**config.mk**
```make
export PLATFORM = sky130hd
export DESIGN_NAME = jseq_audio_rx
export DESIGN_NICKNAME = d
export VERILOG_FILES = /design/src/rtl/jseq_rx_pkg.sv /design/src/rtl/jseq_rx_sync.sv /design/src/rtl/jseq_rx_frame.sv /design/src/rtl/jseq_rx_pair.sv /design/src/rtl/jseq_audio_rx.sv
export SDC_FILE = /design/constraint.sdc
export NUM_CORES = 1
export LEC_CHECK = 0
export BUFFER_PORTS_ARGS = -buffer_cell sky130_fd_sc_hd__buf_2
export CORE_ASPECT_RATIO = 0.8
export CORE_UTILIZATION = 50
export CTS_BUF_LIST = sky130_fd_sc_hd__clkbuf_16
export DETAILED_ROUTE_END_ITERATION = 8
export GPL_ROUTABILITY_DRIVEN = 0
export GPL_TIMING_DRIVEN = 0
export HOLD_SLACK_MARGIN = 0.06
export PLACE_DENSITY_LB_ADDON = 0.15
export REMOVE_ABC_BUFFERS = 1
export SLEW_MARGIN = 20
export SYNTH_ARGS = -nofsm -noshare
export SYNTH_HDL_FRONTEND = slang
export SYNTH_SLANG_ARGS = --single-unit
```
**constraint.sdc**
```tcl
create_clock -name clk -period 1.29 [get_ports clk]
set_input_delay 0 -clock clk [delete_from_list [all_inputs] [get_ports clk]]
set_output_delay 0 -clock clk [all_outputs]
set_load 0.005 [all_outputs]
```
**src/rtl/jseq_rx_pkg.sv**
```systemverilog
package jseq_rx_pkg;

    typedef enum logic [1:0] {
        AL_IDLE = 2'd0,
        AL_HUNT = 2'd1,
        AL_RUN  = 2'd2
    } align_e;

    typedef enum logic {
        CH_RIGHT = 1'b0,
        CH_LEFT  = 1'b1
    } chan_e;

endpackage

```
**src/rtl/jseq_rx_sync.sv**
```systemverilog
module jseq_rx_sync #(
    parameter int STAGES = 2
) (
    input  logic clk,
    input  logic rst_n,
    input  logic bclk_i,
    input  logic wsel_i,
    input  logic sdata_i,
    output logic bit_stb_o,
    output logic wsel_o,
    output logic sdata_o
);
    typedef struct packed {
        logic [STAGES-1:0] ck;
        logic [STAGES-1:0] ws;
        logic [STAGES-1:0] sd;
        logic              ck_prev;
    } sync_t;

    sync_t sync_d, sync_q;

    always_comb begin
        sync_d         = sync_q;
        sync_d.ck      = {sync_q.ck[STAGES-2:0], bclk_i};
        sync_d.ws      = {sync_q.ws[STAGES-2:0], wsel_i};
        sync_d.sd      = {sync_q.sd[STAGES-2:0], sdata_i};
        sync_d.ck_prev = sync_q.ck[STAGES-1];
    end

    always_ff @(posedge clk) begin
        if (!rst_n) sync_q <= '0;
        else        sync_q <= sync_d;
    end

    assign bit_stb_o = sync_q.ck[STAGES-1] & ~sync_q.ck_prev;
    assign wsel_o    = sync_q.ws[STAGES-1];
    assign sdata_o   = sync_q.sd[STAGES-1];
endmodule

```
**src/rtl/jseq_rx_frame.sv**
```systemverilog
module jseq_rx_frame
    import jseq_rx_pkg::*;
#(
    parameter int SAMPLE_W  = 18,
    parameter int HALF_BITS = 24,
    parameter int CNT_W     = 6
) (
    input  logic                clk,
    input  logic                rst_n,
    input  logic                bit_stb_i,
    input  logic                wsel_i,
    input  logic                sdata_i,
    output logic                word_stb_o,
    output chan_e               word_ch_o,
    output logic [SAMPLE_W-1:0] word_o,
    output logic                len_err_o
);
    localparam logic [CNT_W-1:0] CNT_MAX  = {CNT_W{1'b1}};
    localparam logic [CNT_W-1:0] CNT_GOOD = CNT_W'(HALF_BITS);

    typedef struct packed {
        align_e              st;
        logic                ws_prev;
        logic [CNT_W-1:0]    cnt;
        logic [SAMPLE_W-1:0] sh;
        logic                word_stb;
        chan_e               word_ch;
        logic [SAMPLE_W-1:0] word;
        logic                len_err;
    } frm_t;

    frm_t frm_d, frm_q;

    always_comb begin
        frm_d          = frm_q;
        frm_d.word_stb = 1'b0;
        frm_d.len_err  = 1'b0;
        if (bit_stb_i) begin
            frm_d.sh = {frm_q.sh[SAMPLE_W-2:0], sdata_i};
            unique case (frm_q.st)
                AL_IDLE: begin
                    frm_d.ws_prev = wsel_i;
                    frm_d.st      = AL_HUNT;
                end
                AL_HUNT: begin
                    if (wsel_i != frm_q.ws_prev) begin
                        frm_d.st  = AL_RUN;
                        frm_d.cnt = CNT_W'(1);
                    end
                    frm_d.ws_prev = wsel_i;
                end
                default: begin
                    if (wsel_i != frm_q.ws_prev) begin
                        if (frm_q.cnt == CNT_GOOD) begin
                            frm_d.word_stb = 1'b1;
                            frm_d.word_ch  = chan_e'(frm_q.ws_prev);
                            frm_d.word     = frm_q.sh;
                        end else begin
                            frm_d.len_err  = 1'b1;
                        end
                        frm_d.cnt = CNT_W'(1);
                    end else if (frm_q.cnt != CNT_MAX) begin
                        frm_d.cnt = frm_q.cnt + 1'b1;
                    end
                    frm_d.ws_prev = wsel_i;
                end
            endcase
        end
    end

    always_ff @(posedge clk) begin
        if (!rst_n) frm_q <= '0;
        else        frm_q <= frm_d;
    end

    assign word_stb_o = frm_q.word_stb;
    assign word_ch_o  = frm_q.word_ch;
    assign word_o     = frm_q.word;
    assign len_err_o  = frm_q.len_err;
endmodule

```
**src/rtl/jseq_rx_pair.sv**
```systemverilog
module jseq_rx_pair
    import jseq_rx_pkg::*;
#(
    parameter int SAMPLE_W = 18
) (
    input  logic                clk,
    input  logic                rst_n,
    input  logic                word_stb_i,
    input  chan_e               word_ch_i,
    input  logic [SAMPLE_W-1:0] word_i,
    input  logic                len_err_i,
    output logic [SAMPLE_W-1:0] left_o,
    output logic [SAMPLE_W-1:0] right_o,
    output logic                valid_o,
    output logic                err_o
);
    typedef struct packed {
        logic [SAMPLE_W-1:0] left_hold;
        logic                left_ok;
        logic [SAMPLE_W-1:0] left;
        logic [SAMPLE_W-1:0] right;
        logic                valid;
        logic                err;
    } pair_t;

    pair_t pair_d, pair_q;

    always_comb begin
        pair_d       = pair_q;
        pair_d.valid = 1'b0;
        pair_d.err   = 1'b0;
        if (len_err_i) begin
            pair_d.err     = 1'b1;
            pair_d.left_ok = 1'b0;
        end else if (word_stb_i) begin
            if (word_ch_i == CH_LEFT) begin
                pair_d.left_hold = word_i;
                pair_d.left_ok   = 1'b1;
            end else begin
                if (pair_q.left_ok) begin
                    pair_d.left  = pair_q.left_hold;
                    pair_d.right = word_i;
                    pair_d.valid = 1'b1;
                end
                pair_d.left_ok = 1'b0;
            end
        end
    end

    always_ff @(posedge clk) begin
        if (!rst_n) pair_q <= '0;
        else        pair_q <= pair_d;
    end

    assign left_o  = pair_q.left;
    assign right_o = pair_q.right;
    assign valid_o = pair_q.valid;
    assign err_o   = pair_q.err;
endmodule

```
**src/rtl/jseq_audio_rx.sv**
```systemverilog
module jseq_audio_rx
    import jseq_rx_pkg::*;
#(
    parameter int SAMPLE_W    = 18,
    parameter int HALF_BITS   = 24,
    parameter int SYNC_STAGES = 2
) (
    input  logic                clk,
    input  logic                rst_n,
    input  logic                bclk_i,
    input  logic                wsel_i,
    input  logic                sdata_i,
    output logic [SAMPLE_W-1:0] left_o,
    output logic [SAMPLE_W-1:0] right_o,
    output logic                pair_valid_o,
    output logic                len_err_o
);
    localparam int CNT_W = $clog2(2 * HALF_BITS + 1);

    logic                bit_stb;
    logic                ws_s;
    logic                sd_s;
    logic                word_stb;
    chan_e               word_ch;
    logic [SAMPLE_W-1:0] word;
    logic                frm_err;

    jseq_rx_sync #(.STAGES(SYNC_STAGES)) u_sync (
        .clk       (clk),
        .rst_n     (rst_n),
        .bclk_i    (bclk_i),
        .wsel_i    (wsel_i),
        .sdata_i   (sdata_i),
        .bit_stb_o (bit_stb),
        .wsel_o    (ws_s),
        .sdata_o   (sd_s)
    );

    jseq_rx_frame #(
        .SAMPLE_W (SAMPLE_W),
        .HALF_BITS(HALF_BITS),
        .CNT_W    (CNT_W)
    ) u_frame (
        .clk        (clk),
        .rst_n      (rst_n),
        .bit_stb_i  (bit_stb),
        .wsel_i     (ws_s),
        .sdata_i    (sd_s),
        .word_stb_o (word_stb),
        .word_ch_o  (word_ch),
        .word_o     (word),
        .len_err_o  (frm_err)
    );

    jseq_rx_pair #(.SAMPLE_W(SAMPLE_W)) u_pair (
        .clk        (clk),
        .rst_n      (rst_n),
        .word_stb_i (word_stb),
        .word_ch_i  (word_ch),
        .word_i     (word),
        .len_err_i  (frm_err),
        .left_o     (left_o),
        .right_o    (right_o),
        .valid_o    (pair_valid_o),
        .err_o      (len_err_o)
    );
endmodule

```
# ---- After elaboration in Yosys (flattened, before gate mapping)
# Index checks and enable logic that the tools add are counted.
dict set report totals {
  register_bits 112
  inputBits 5
  out_inout_bits 38
}
dict set report classes {
  addsub 1
  eq_ne 5
  mux 11
  bitwise_logic 10
  n_reduce_logical 12
}
# operator n
set ops {}
lappend ops {{two-way mux 20 bit} 1}
lappend ops {{two-way mux 6 bit} 3}
lappend ops {{case mux 6 bit (2 select lines)} 1}
lappend ops {{AND reduction 4 bit} 3}
lappend ops {{inverter 1 bit} 9}
lappend ops {{adder 6 x 1 -> 6 bit (second input constant)} 1}
lappend ops {{== test 6 x 5 -> 1 bit (second input constant)} 1}
lappend ops {{!= test 6 bit (second input constant)} 1}
lappend ops {{AND reduction 3 bit} 2}
lappend ops {{OR reduction 5 bit} 1}
lappend ops {{two-way mux 1 bit} 4}
lappend ops {{case mux 2 bit (2 select lines)} 1}
lappend ops {{nonzero test 2 bit} 2}
lappend ops {{OR reduction 2 bit} 2}
lappend ops {{OR reduction 4 bit} 1}
lappend ops {{== test 2 x 1 -> 1 bit (second input constant)} 1}
lappend ops {{zero test 2 bit} 1}
lappend ops {{two-way mux 2 bit} 1}
lappend ops {{!= test 2 x 1 -> 1 bit (second input constant)} 1}
lappend ops {{bitwise AND 1 bit} 1}
lappend ops {{!= test 1 bit} 1}

# ---- Longest topological paths before layout
dict set report logic_depth {
  depth_word 4
  ltp_mapped 7
}

# ---- By module
# From an unflattened synthesis, not the netlist that was laid out.
dict set report unflattened {
  hier_cells 455
  area_unflattened_um2 4595.7
}
# module n_inst cells_per_inst area_per_inst_um2
set by_module_without_submodules {}
lappend by_module_without_submodules {jseq_rx_pair 1 239 2394.8}
lappend by_module_without_submodules {jseq_rx_frame 1 201 2010.7}
lappend by_module_without_submodules {jseq_rx_sync 1 15 190.2}

# ---- Least setup slack after synthesis
# No wires, ideal clock.
dict set report synth_path {
  path_kind {reg2reg}
  start {register u_frame.frm_q[41] (netlist bit)}
  end {register u_frame.frm_q (netlist bit u_frame.word_o[10])}
  setup_ns 0.128
  arrival_ns 1.260
  path_slack_ns -0.097
  stages_incl_launch_ff 7
  n_path_buf 2
  cell_sequence {dfxtp_1 and4bb_2 nand4_1 buf_6 buf_8 mux2i_1 nor2_1}
}
dict set report synth_via {
  elab_chain_len 2
}
# item line_no
set synth_rtl {}
lappend synth_rtl {{start, declared} jseq_rx_frame.sv:32} ;# frm_t frm_d, frm_q;
lappend synth_rtl {{start signal, assigned} jseq_rx_frame.sv:73} ;# else frm_q <= frm_d;
lappend synth_rtl {{== test 6 x 5 -> 1 bit} jseq_rx_frame.sv:54} ;# if (frm_q.cnt == CNT_GOOD) begin
lappend synth_rtl {{AND reduction 4 bit (no source line)} -}
# Every way passes these cells.
# A chain may end at the register's enable or synchronous reset.

# ---- Worst setup path in the final report
dict set report layout_path {
  start {register u_frame.frm_q[44] (netlist bit)}
  end {register u_frame.frm_q (netlist bit u_frame.word_ch_o)}
}
# Same word-level chain as after synthesis.

==> results by group <==
Timing
  • Clock skew: 11.1 ps
  • Final hold violation count: 0
  • RSZ-0062 raised after global routing: true
  • Min Tclk post-route: approximately 1500 ps
  • FMAX: 678 MHz
  • Actual slew at the worst max-slew pin: ~370 ps
  • Hold Slack: roughly 160 ps
  • Relative max-transition margin: around three quarters
  • Final setup margin: -185 ps
  • Period utilization: 114%
  • Slew Limit Fails: 0
  • Setup violations, final: 25

Final layout
  • ANT cells: 0
  • Final net count: 542
  • Layout cell share with drive strength beyond 1: between 20% and 30%
  • Fin cells: roughly 650
  • Commonest cells after routing, fill and taps aside: nand2_1 (154), dfxtp_1 (99), a21oi_1 (75)
  • Most common cell after layout, fill and taps aside: nand2_1
  • Area growth syn-to-layout: 19.2%

GRT
  • Global Route Usage Sum: approximately 20%
  • Global Route met3 Usage: 4.66%
  • Grt met1 use: approximately 27%
  • Vias in the first global route: roughly 3000
  • First-pass GRT wire length: roughly 14000 um
  • GRT Residual Overflow: 0
  • Busiest grt layer: met2
  • Met2 GRT Util: about a third
  • Initial antenna violation count: 0
  • Largest net degree at the start of global routing: 64

CTS
  • Clock Tree Root: clkbuf_16
  • H-tree levels: 3
  • CTS Buf Count: 9
  • Deepest clock path buffer count: 2
  • Clock latency at the later pin of the worst-skew pair: around 350 ps
  • Clk sinks: ~110
  • Clock-pin slew on the worst setup and hold paths: 80 ps
  • CTS tree: yes

Drt
  • Vias/cell: roughly 5.1
  • Routed Antenna Nets: 0
  • Drt wl/cell: roughly 13 um
  • Vias: between 3000 and 4000
  • Total Routed Length: 8730 um
  • Drc violations: 0
  • Initial DRC count: 145
  • First-pass DRT Iterations: 4

Yosys
  • #FFs+latches synth: 112
  • Syn Std Cell Area: around 4300 um^2
  • Syn. warnings: 0
  • Avg Cell Area, Syn: approximately 8.5 um^2
  • Distinct cells, synth: 38
  • Area contributors post-synth: dfxtp_1 (52%), nand2_1 (14%), a21oi_1 (8.8%)
  • Syn Inst Count: 506
  • Area fraction of the dominant cell type after synthesis: 52.3%
  • Ys async rst share: 0%
  • Post-synth EDFFs: 0
  • Seq/Total Area, Yosys: a little over half
  • Yosys top cell by area: dfxtp_1
  • Synth Flop Type: dfxtp_1

Pwr
  • Net Sw Power: 1.38 mW
  • LEAKAGE: 2.04 nW
  • Part of the power in registers: around 54%
  • Clk network pwr share: between 40% and 50%
  • Pwr Density: roughly 1300 nW/um^2
  • Comb pwr share: 2.5%
  • Sw frac: 21.5%
  • VDD IR max: about 0.80 mV
  • Int Power: 5.04 mW

Place
  • Placed insts: 596
  • Port bufs: 42
  • Dpl hpwl: roughly 4600 um

Worst setup path
  • FF-to-FF path depth: 6
  • RR Startpoint: u_frame.frm_q[44]
  • CP arrival: approximately 1700 ps
  • CP max FO: 4
  • Startpoint types: flop
  • Critical R2R Capture: u_frame.word_ch_o
  • Worst path required time: around 1500 ps
  • R2r setup slk: -190 ps
  • Setup CP Type: reg -> reg
  • Worst Setup End Kind: flop

Worst hold path
  • Hold Startpoint: rst_n
  • Hold Path Depth: 3
  • Hold Crit Class: in -> reg
  • Hold Path Sink: u_frame.word_o[8]

Floorplan
  • Die Wd: around 110 um
  • Initial core utilization: between 50% and 60%
  • Area of the core: between 8000 and 9000 um^2
  • Die area: approximately 9000 um^2
  • FP Rows: 29
  • # IOs: 43
  • Die Y: around 85 um

Run status
  • Failing checks: negative setup slack
  • Status: finished, violations left

Flow run
  • MaxCap Viol Count: 0
synth_stat cells, types with 2 or more instances:
cell type / number
nor2b_1: 4
buf_4: 36
o21ai_0: 4
clkbuf_1: 19
nand2b_1: 3
buf_2: 6
nand3_1: 6
and3b_1: 2
and2_1: 9
a31oi_1: 2
ha_1: 2
a21oi_1: 75
inv_1: 3
a2bb2oi_1: 2
nor2_1: 24
mux2i_1: 21
dfxtp_1: 112
nand2_1: 155
nor3_1: 2
through the flow:
step	power [mW]	setup slack, ps	TNS [ps]	utilization (%)	cell area, um^2
6_report	6.42	-185	-3360	62.9	5110
5_1_grt	6.63	-227	-5120	62.9	5110
4_1_cts	6.46	-160	-2390	61.0	4960
3_5_place_dp	3.67	-614	-32000	52.9	4300
3_3_place_gp	3.66	-1270	-77970	52.0	4230
2_1_floorplan	3.62	-729	-31740	-	3880
cell families (layout without fill, tap and decap cells):
group	after synthesis	count (layout)	synth area share (%)
buffers and inverters	68	98	9.72
xor gates and xnor gates	2	2	0.584
DFF	112	112	52.3
adders and majority gates	2	2	0.584
and+or+nand+nor	210	214	20.3
AOI/OAI and AO/OA	91	91	11.6
muxes	21	21	4.91
flip-flops by register name, indices dropped and copies added, names as in the netlist:
register	flops
u_frame.len_err_o	1
u_sync.sdata_o	1
u_pair.right_o	18
u_frame.word_stb_o	1
u_frame.word_o	18
u_pair.left_o	18
u_sync.wsel_o	1
u_pair.err_o	1
u_sync.sync_q	1
u_pair.valid_o	1
u_frame.frm_q	27
u_pair.pair_q	19
u_sync.sync_d	4
u_frame.word_ch_o	1
how the worst max path moves through the flow:
stage	from	end
CTS	u_frame.frm_q[41]	u_frame.word_o[5]
floorplan	u_frame.frm_q[45]	u_frame.word_ch_o
global placement	u_frame.frm_q[45]	u_frame.word_o[10]
global route	u_frame.frm_q[44]	u_frame.word_o[1]
detailed placement	u_sync.sync_d[0]	u_frame.frm_q[43]
finish	u_frame.frm_q[44]	u_frame.word_ch_o
power groups by stage:
stage,clock network [mW],logic [mW],registers (mW)
2_1_floorplan,0,0.0660,3.55
3_3_place_gp,0,0.102,3.55
3_5_place_dp,0,0.114,3.56
4_1_cts,2.85,0.146,3.46
5_1_grt,3.00,0.172,3.46
6_report,2.80,0.160,3.46
per-layer routing:
metal  routed length (um)  up-vias
met5                    0        -
met1                 4180     1540
met2                 4100       62
li1                     -     1681
met3                  316       14
met4                  140        0
layout make-up:
type	count	area, um^2
clock buffers	9	225
clock inverters	7	77.6
fillers	715	3020
inverters	4	17.5
multi-input cells	330	1790
flip-flops and latches	112	2280
well taps	108	135
repair buffers	78	581
critical path: stages, from the launching register on:
cell and delay, ps:
dfxtp_4 340, and4bb_2 290, nand4_1 170, buf_6 180, buf_4 140, mux2i_1 160
nor2_1 70
timing repair:
| item | CTS | global route |
|---|---|---|
| cloned | 2 | 2 |
| hold buffers | 7 | 0 |
| hold endpoints to repair | 5 | 0 |
| pin swaps | 11 | 9 |
| endpoints found under the setup margin | 101 | 63 |
| gates resized for setup | 37 | 24 |
| buffers inserted | 20 | 6 |
No activity file was read; power rests on OpenSTA's default activity.
